===== config.mk =====
export PLATFORM = sky130hd
export DESIGN_NAME = bdb_driver
export DESIGN_NICKNAME = d
export VERILOG_FILES = /design/src/rtl/bdb_pkg.sv /design/src/rtl/bdb_lane_par.sv /design/src/rtl/bdb_beat_seq.sv /design/src/rtl/bdb_driver.sv
export SDC_FILE = /design/constraint.sdc
export NUM_CORES = 1
export LEC_CHECK = 0
export BUFFER_PORTS_ARGS = -buffer_cell sky130_fd_sc_hd__clkbuf_2
export CORE_MARGIN = 2
export CORE_UTILIZATION = 35
export CTS_CLUSTER_DIAMETER = 120
export CTS_CLUSTER_SIZE = 28
export DETAILED_ROUTE_END_ITERATION = 8
export PLACE_DENSITY = 0.55
export SLEW_MARGIN = 25
export SYNTH_ARGS = -nofsm -noshare
export SYNTH_HDL_FRONTEND = slang
export SYNTH_SLANG_ARGS = --single-unit

===== constraint.sdc =====
create_clock -name clk -period 4.1 [get_ports clk]
set_input_delay 0.205 -clock clk [delete_from_list [all_inputs] [get_ports clk]]
set_output_delay 0.205 -clock clk [all_outputs]
set_load 0.01 [all_outputs]

===== src/rtl/bdb_pkg.sv =====
package bdb_pkg;
   typedef enum logic [1:0] {
      SEQ_IDLE  = 2'd0,
      SEQ_WAIT  = 2'd1,
      SEQ_DRIVE = 2'd2
   } seq_state_t;
endpackage


===== src/rtl/bdb_lane_par.sv =====
module bdb_lane_par #(
   parameter int LANE_W = 8
) (
   input  logic              par_en,
   input  logic [LANE_W-1:0] wr_byte,
   output logic              par_o,
   input  logic [LANE_W-1:0] rd_byte,
   input  logic              rd_par,
   output logic              rd_bad
);
   generate
      if (LANE_W < 1) begin : g_bad_w
         $error("bdb_lane_par: LANE_W must be positive");
      end
   endgenerate

   // odd parity: parity bit makes the total count of ones odd
   always_comb begin
      par_o  = par_en ? ~(^wr_byte) : 1'b1;
      rd_bad = par_en & ~(^{rd_byte, rd_par});
   end
endmodule


===== src/rtl/bdb_beat_seq.sv =====
module bdb_beat_seq
   import bdb_pkg::*;
#(
   parameter int BEATS = 4,
   localparam int CNT_W = $clog2(BEATS)
) (
   input  logic             clk,
   input  logic             rst_n,
   input  logic             req_valid,
   input  logic             req_burst,
   output logic             req_ready,
   output logic             load,
   output logic             burst_q,
   input  logic             bus_busy,
   input  logic             xfer_ack,
   input  logic             xfer_err,
   input  logic             retry_abort,
   output logic             drive,
   output logic [CNT_W-1:0] beat
);
   generate
      if (BEATS < 2) begin : g_bad_beats
         $error("bdb_beat_seq: BEATS must be at least 2");
      end
   endgenerate

   seq_state_t st_q, st_d;
   logic [CNT_W-1:0] beat_d;
   logic last_beat, stop;

   assign req_ready = (st_q == SEQ_IDLE);
   assign load      = req_ready & req_valid;
   assign drive     = (st_q == SEQ_DRIVE) | ((st_q == SEQ_WAIT) & bus_busy);
   assign last_beat = burst_q ? (beat == CNT_W'(BEATS-1)) : (beat == '0);
   assign stop      = xfer_err | retry_abort;

   always_comb begin
      st_d   = st_q;
      beat_d = beat;
      if (load) begin
         st_d   = SEQ_WAIT;
         beat_d = '0;
      end else if (drive) begin
         if (stop) begin
            st_d = SEQ_IDLE;
         end else if (xfer_ack) begin
            if (last_beat) begin
               st_d = SEQ_IDLE;
            end else begin
               st_d   = SEQ_DRIVE;
               beat_d = beat + 1'b1;
            end
         end else begin
            st_d = SEQ_DRIVE;
         end
      end
   end

   always_ff @(posedge clk) begin
      if (!rst_n) begin
         st_q    <= SEQ_IDLE;
         beat    <= '0;
         burst_q <= 1'b0;
      end else begin
         st_q <= st_d;
         beat <= beat_d;
         if (load) burst_q <= req_burst;
      end
   end

   p_first_beat_r4: assert property (@(posedge clk) disable iff (!rst_n)
      (st_q == SEQ_WAIT && bus_busy) |-> (drive && beat == '0));

   p_beat_adv_r5: assert property (@(posedge clk) disable iff (!rst_n)
      (drive && xfer_ack && !stop && !last_beat) |=>
      (drive && beat == CNT_W'($past(beat) + 1'b1)));

   p_release_r6: assert property (@(posedge clk) disable iff (!rst_n)
      (drive && xfer_ack && last_beat) |=> !drive);

   p_abort_r7: assert property (@(posedge clk) disable iff (!rst_n)
      (drive && stop) |=> (!drive && req_ready));

   p_no_take_r11: assert property (@(posedge clk) disable iff (!rst_n)
      (!req_ready && req_valid) |=> $stable(burst_q));
endmodule


===== src/rtl/bdb_driver.sv =====
module bdb_driver #(
   parameter int WORD_W = 32,
   parameter int LANE_W = 8,
   parameter int BEATS  = 4
) (
   input  logic                            clk,
   input  logic                            rst_n,
   input  logic                            req_valid,
   output logic                            req_ready,
   input  logic                            req_burst,
   input  logic [BEATS*2*WORD_W-1:0]       req_data,
   input  logic [2*WORD_W/LANE_W-1:0]      req_mask,
   input  logic                            par_en,
   input  logic                            bus_busy,
   input  logic                            xfer_ack,
   input  logic                            xfer_err,
   input  logic                            retry_abort,
   output logic [WORD_W-1:0]               wr_hi,
   output logic [WORD_W-1:0]               wr_lo,
   output logic [2*WORD_W/LANE_W-1:0]      wr_par,
   output logic                            wr_oe,
   input  logic                            rd_tenure,
   input  logic [WORD_W-1:0]               rd_hi,
   input  logic [WORD_W-1:0]               rd_lo,
   input  logic [2*WORD_W/LANE_W-1:0]      rd_par,
   output logic                            rd_valid,
   output logic [2*WORD_W-1:0]             rd_word,
   output logic [2*WORD_W/LANE_W-1:0]      rd_perr
);
   localparam int BUS_W = 2 * WORD_W;
   localparam int LANES = BUS_W / LANE_W;
   localparam int REQ_W = BEATS * BUS_W;
   localparam int CNT_W = $clog2(BEATS);

   generate
      if (BUS_W % LANE_W != 0) begin : g_bad_lane
         $error("bdb_driver: bus width must be a multiple of LANE_W");
      end
      if (WORD_W % LANE_W != 0) begin : g_bad_word
         $error("bdb_driver: each word must hold whole lanes");
      end
   endgenerate

   logic             load, burst_q, drive;
   logic [CNT_W-1:0] beat;
   logic [REQ_W-1:0] data_q;
   logic [LANES-1:0] mask_q;
   logic [BUS_W-1:0] cur_word, drv_word, rd_bus;
   logic [LANES-1:0] par_raw, rd_bad;
   logic             capture;

   bdb_beat_seq #(.BEATS(BEATS)) u_seq (
      .clk         (clk),
      .rst_n       (rst_n),
      .req_valid   (req_valid),
      .req_burst   (req_burst),
      .req_ready   (req_ready),
      .load        (load),
      .burst_q     (burst_q),
      .bus_busy    (bus_busy),
      .xfer_ack    (xfer_ack),
      .xfer_err    (xfer_err),
      .retry_abort (retry_abort),
      .drive       (drive),
      .beat        (beat)
   );

   always_ff @(posedge clk) begin
      if (!rst_n) begin
         data_q <= '0;
         mask_q <= '0;
      end else if (load) begin
         data_q <= req_data;
         mask_q <= req_mask;
      end
   end

   assign cur_word = data_q[beat*BUS_W +: BUS_W];
   assign rd_bus   = {rd_hi, rd_lo};

   // lane k sits at byte k from the most significant end of {hi,lo}
   for (genvar k = 0; k < LANES; k++) begin : g_lane
      localparam int LO = (LANES - 1 - k) * LANE_W;
      logic [LANE_W-1:0] wb;

      assign wb = (!burst_q && !mask_q[k]) ? '0 : cur_word[LO +: LANE_W];
      assign drv_word[LO +: LANE_W] = wb;

      bdb_lane_par #(.LANE_W(LANE_W)) u_par (
         .par_en  (par_en),
         .wr_byte (wb),
         .par_o   (par_raw[k]),
         .rd_byte (rd_bus[LO +: LANE_W]),
         .rd_par  (rd_par[k]),
         .rd_bad  (rd_bad[k])
      );

      p_lane_odd_r1: assert property (@(posedge clk) disable iff (!rst_n)
         (wr_oe && par_en) |-> (^{{wr_hi, wr_lo}[LO +: LANE_W], wr_par[k]}));
   end

   assign wr_oe = drive;
   assign wr_hi = drive ? drv_word[BUS_W-1:WORD_W] : '0;
   assign wr_lo = drive ? drv_word[WORD_W-1:0]     : '0;
   assign wr_par = drive ? par_raw : '0;

   assign capture = xfer_ack & rd_tenure & ~drive;

   always_ff @(posedge clk) begin
      if (!rst_n) begin
         rd_valid <= 1'b0;
         rd_word  <= '0;
         rd_perr  <= '0;
      end else begin
         rd_valid <= capture;
         rd_perr  <= capture ? rd_bad : '0;
         if (capture) rd_word <= rd_bus;
      end
   end

   p_par_off_r3: assert property (@(posedge clk) disable iff (!rst_n)
      (wr_oe && !par_en) |-> (wr_par == '1));

   p_quiet_r6: assert property (@(posedge clk) disable iff (!rst_n)
      !wr_oe |-> (wr_hi == '0 && wr_lo == '0 && wr_par == '0));

   p_perr_pulse_r10: assert property (@(posedge clk) disable iff (!rst_n)
      (rd_perr != '0) |-> rd_valid);

   p_rd_capture_r9: assert property (@(posedge clk) disable iff (!rst_n)
      (xfer_ack && rd_tenure && !wr_oe) |=> (rd_valid && rd_word == $past({rd_hi, rd_lo})));
endmodule


==> flow_metrics.tcl <==
set metrics [dict create \
    run_status "finished, final reports clean" \
    nNetsFinal 2847 \
    tightest_slew_ns 1.06 \
    hold_viol 0 \
    cp_data_arrival_time_ns 3.24 \
    place_hpwl_um 35900 \
    crit_slowest_cell "dfxtp_4" \
    postPlaceCellArea_um2 18600 \
    grt_max_degree 148 \
    ctsResizeCount 0 \
    drt-pass1-iter-count 5 \
    max_slew_margin_pct 29.4 \
    max_stage_delay_ns 0.60 \
    power_leakage_nw 9.20 \
    drt-initial-drc-count 764 \
    synth_edf_count 0 \
    synth_seq_area_share_pct 44.0 \
    drive_above_1_share_pct 24.4 \
    p_per_area_nw_per_um2 307 \
    ys.flop_type "dfxtp_1" \
    worstPathCellList "buf_16, buf_12, mux4_2, xor2_1, xnor2_1, xnor2_1, a31oi_1, clkbuf_2" \
    setup_violations 0 \
    antenna_found_initial 8 \
    cts.sinks 342 \
    finalNonFillerCells 3100 \
    netlist_instances 1766 \
    final_max_slew_viol_count 0 \
    row_count 77 \
    cp_top_family "buffers and inverters" \
    die_area_um2 46200 \
    cts-htree-levels 1 \
    cts_tree "done" \
    final_area_um2 22400 \
    die_h_um 215 \
    start_util_pct 35.4 \
    worstSetupEndpointType "primary output" \
    max_freq_mhz 290 \
    hold_class "in2reg" \
    irDropWorstVdd_mv 0.238 \
    syn_area_per_cell_um2 8.82 \
    path_buf_inv 3 \
    clk_latency_ns 0.52 \
    synth_area_leaders "dfxtp_1 44%, nand2_1 16%, a21boi_0 16%" \
    cap_violations 0 \
    overflow 0 \
    grt_pass1_wl_um 82200 \
    yosys_warnings 0 \
    synthDistinctLibCells 26 \
    critical_path_class "reg2out" \
    wire_per_inst_um 16.9 \
    dpl.cell_count 2743 \
    yosysTopAreaCell "dfxtp_1" \
    worstPathMaxFanout 31 \
    cpMostUsedCell "xnor2_1" \
    synth_commonest_cells "661 x nand2_1, 342 x dfxtp_1, 329 x a21boi_0, 109 x clkbuf_1, 97 x xnor2_1" \
    tns_ns 0 \
    cts_buffers 16 \
    cts_max_path_buffers 3 \
    gp_congestion 0.878 \
    path_clk_slew_ns 0.11 \
    synth_nets 2114 \
    drc_errors 0 \
    fin_crit_sh_pct 84.1 \
    synthArstFlopShare_pct 0 \
    grt_pass1_vias 15000 \
    die_w_um 215 \
    clockRootBuffer "clkbuf_16" \
    ios 493 \
    rsz0062_at_grt "no" \
    ant_nets 0 \
    cts_setup_buffers 0 \
    vias 14600 \
    finish.utilization_pct 50.8 \
    yosysMostFrequentCell "nand2_1" \
    mappedNetlistArea_um2 15600 \
    finalWirelength_um 52400 \
    post_drt_via_cell_ratio 4.72 \
    synth_seq_cells 342 \
    layout_min_cycle_time_ns 3.45 \
    yosys.area.top_type_share_pct 44.0 \
    track_usage_pct 22.2 \
    finClkSkew_ns 0.0147 \
    start_kind "flop" \
    cp.required_ns 3.89 \
    area_growth_pct 43.6 \
    core_area_um2 44000 \
    port_buffers 492 \
]
[sequential cells by signal (all words and copies together) (netlist names)]
name,cells
data_q,256
mask_q,8
rd_perr,8
rd_valid,1
rd_word,64
u_seq.beat,2
u_seq.burst_q,1
u_seq.st_q,2
[through the flow]
| step | setup slack (ns) | power (mW) | hold WS (ns) |
|---|---|---|---|
| floorplan | 1.99 | 4.33 | 0.350 |
| global placement | 1.05 | 4.77 | 0.441 |
| detailed placement | 0.973 | 4.79 | 0.445 |
| CTS | 0.333 | 6.97 | 0.0119 |
| global route | 0.431 | 7.22 | 0.0281 |
| finish | 0.651 | 6.87 | 0.0490 |
[cell families (layout without fill, tap and decap cells)]
family | after synthesis | count (layout) | share of synthesized area [%]
AOI/OAI and AO/OA | 340 | 340 | 16.3
DFF | 342 | 342 | 44.0
muxes | 67 | 67 | 9.45
adders and majority gates | 2 | 2 | 0.161
buffers and inverters | 129 | 864 | 3.45
xor gates and xnor gates | 121 | 121 | 6.81
other | 0 | 7 | 0
and+or+nand+nor | 765 | 765 | 19.9
[power breakdown]
group          total, mW  switching (mW)  internal (mW)
Combinational       1.36           0.637          0.719
Sequential          3.62           0.106           3.51
Clock               1.90            1.13          0.770
Total               6.87            1.87           5.00
[layout by cell type (no fill, tap or decap), types with 2 or more instances in the layout]
| master | n |
|---|---|
| buf_12 | 9 |
| dfxtp_1 | 340 |
| a21boi_0 | 329 |
| nand2_1 | 660 |
| mux4_2 | 64 |
| xnor2_1 | 97 |
| nor2_1 | 14 |
| or2_2 | 7 |
| buf_4 | 10 |
| ha_1 | 2 |
| a21oi_1 | 2 |
| inv_1 | 3 |
| clkbuf_2 | 491 |
| dlygate4sd3_1 | 329 |
| xor2_1 | 24 |
| clkbuf_16 | 17 |
| diode_2 | 7 |
| and2_1 | 65 |
| a31oi_1 | 7 |
| nor2b_1 | 11 |
| dfxtp_4 | 2 |
| mux2i_1 | 2 |
[tightest hold or removal path: cells and delay by family]
| kind | cells | cell delay (ns) |
|---|---|---|
| AO/OA/AOI/OAI | 1 | 0.14 |
| buffers and inverters | 1 | 0.09 |
| AND/OR/NAND/NOR | 2 | 0.11 |
[repair_timing]
item,CTS,global route
hold buffers,329,0
setup endpoints to repair,0,0
hold endpoints to repair,329,0
[final timing paths]
kind,start,endpoint,slack [ns],cells after the start
setup / recovery,u_seq.beat[0],wr_par[4],0.65,8
hold / removal,retry_abort,u_seq.st_q[1],0.05,4
setup reg to reg,u_seq.beat[1],u_seq.beat[1],1.63,7
hold reg to reg,rd_word[25],rd_word[25],0.47,2
[metal layers]
metal	vias to the layer above	track usage [%]	part of all wire, %
met1	6882	28.1	44
met4	2	8.54	3.8
li1	7231	-	-
met2	395	37.5	47
met5	-	0	0.034
met3	109	4.02	4.8
[layout make-up]
type,count,area [um2]
antenna,7,17.5
fill,4175,21700
tap,592,741
multi-input combinational,1295,8230
inverter,3,11.3
clock buffer,18,429
sequential,342,6850
timing repair buffer,841,6050
clock inverter,2,25.0
No activity file was read; power rests on OpenSTA's default activity.
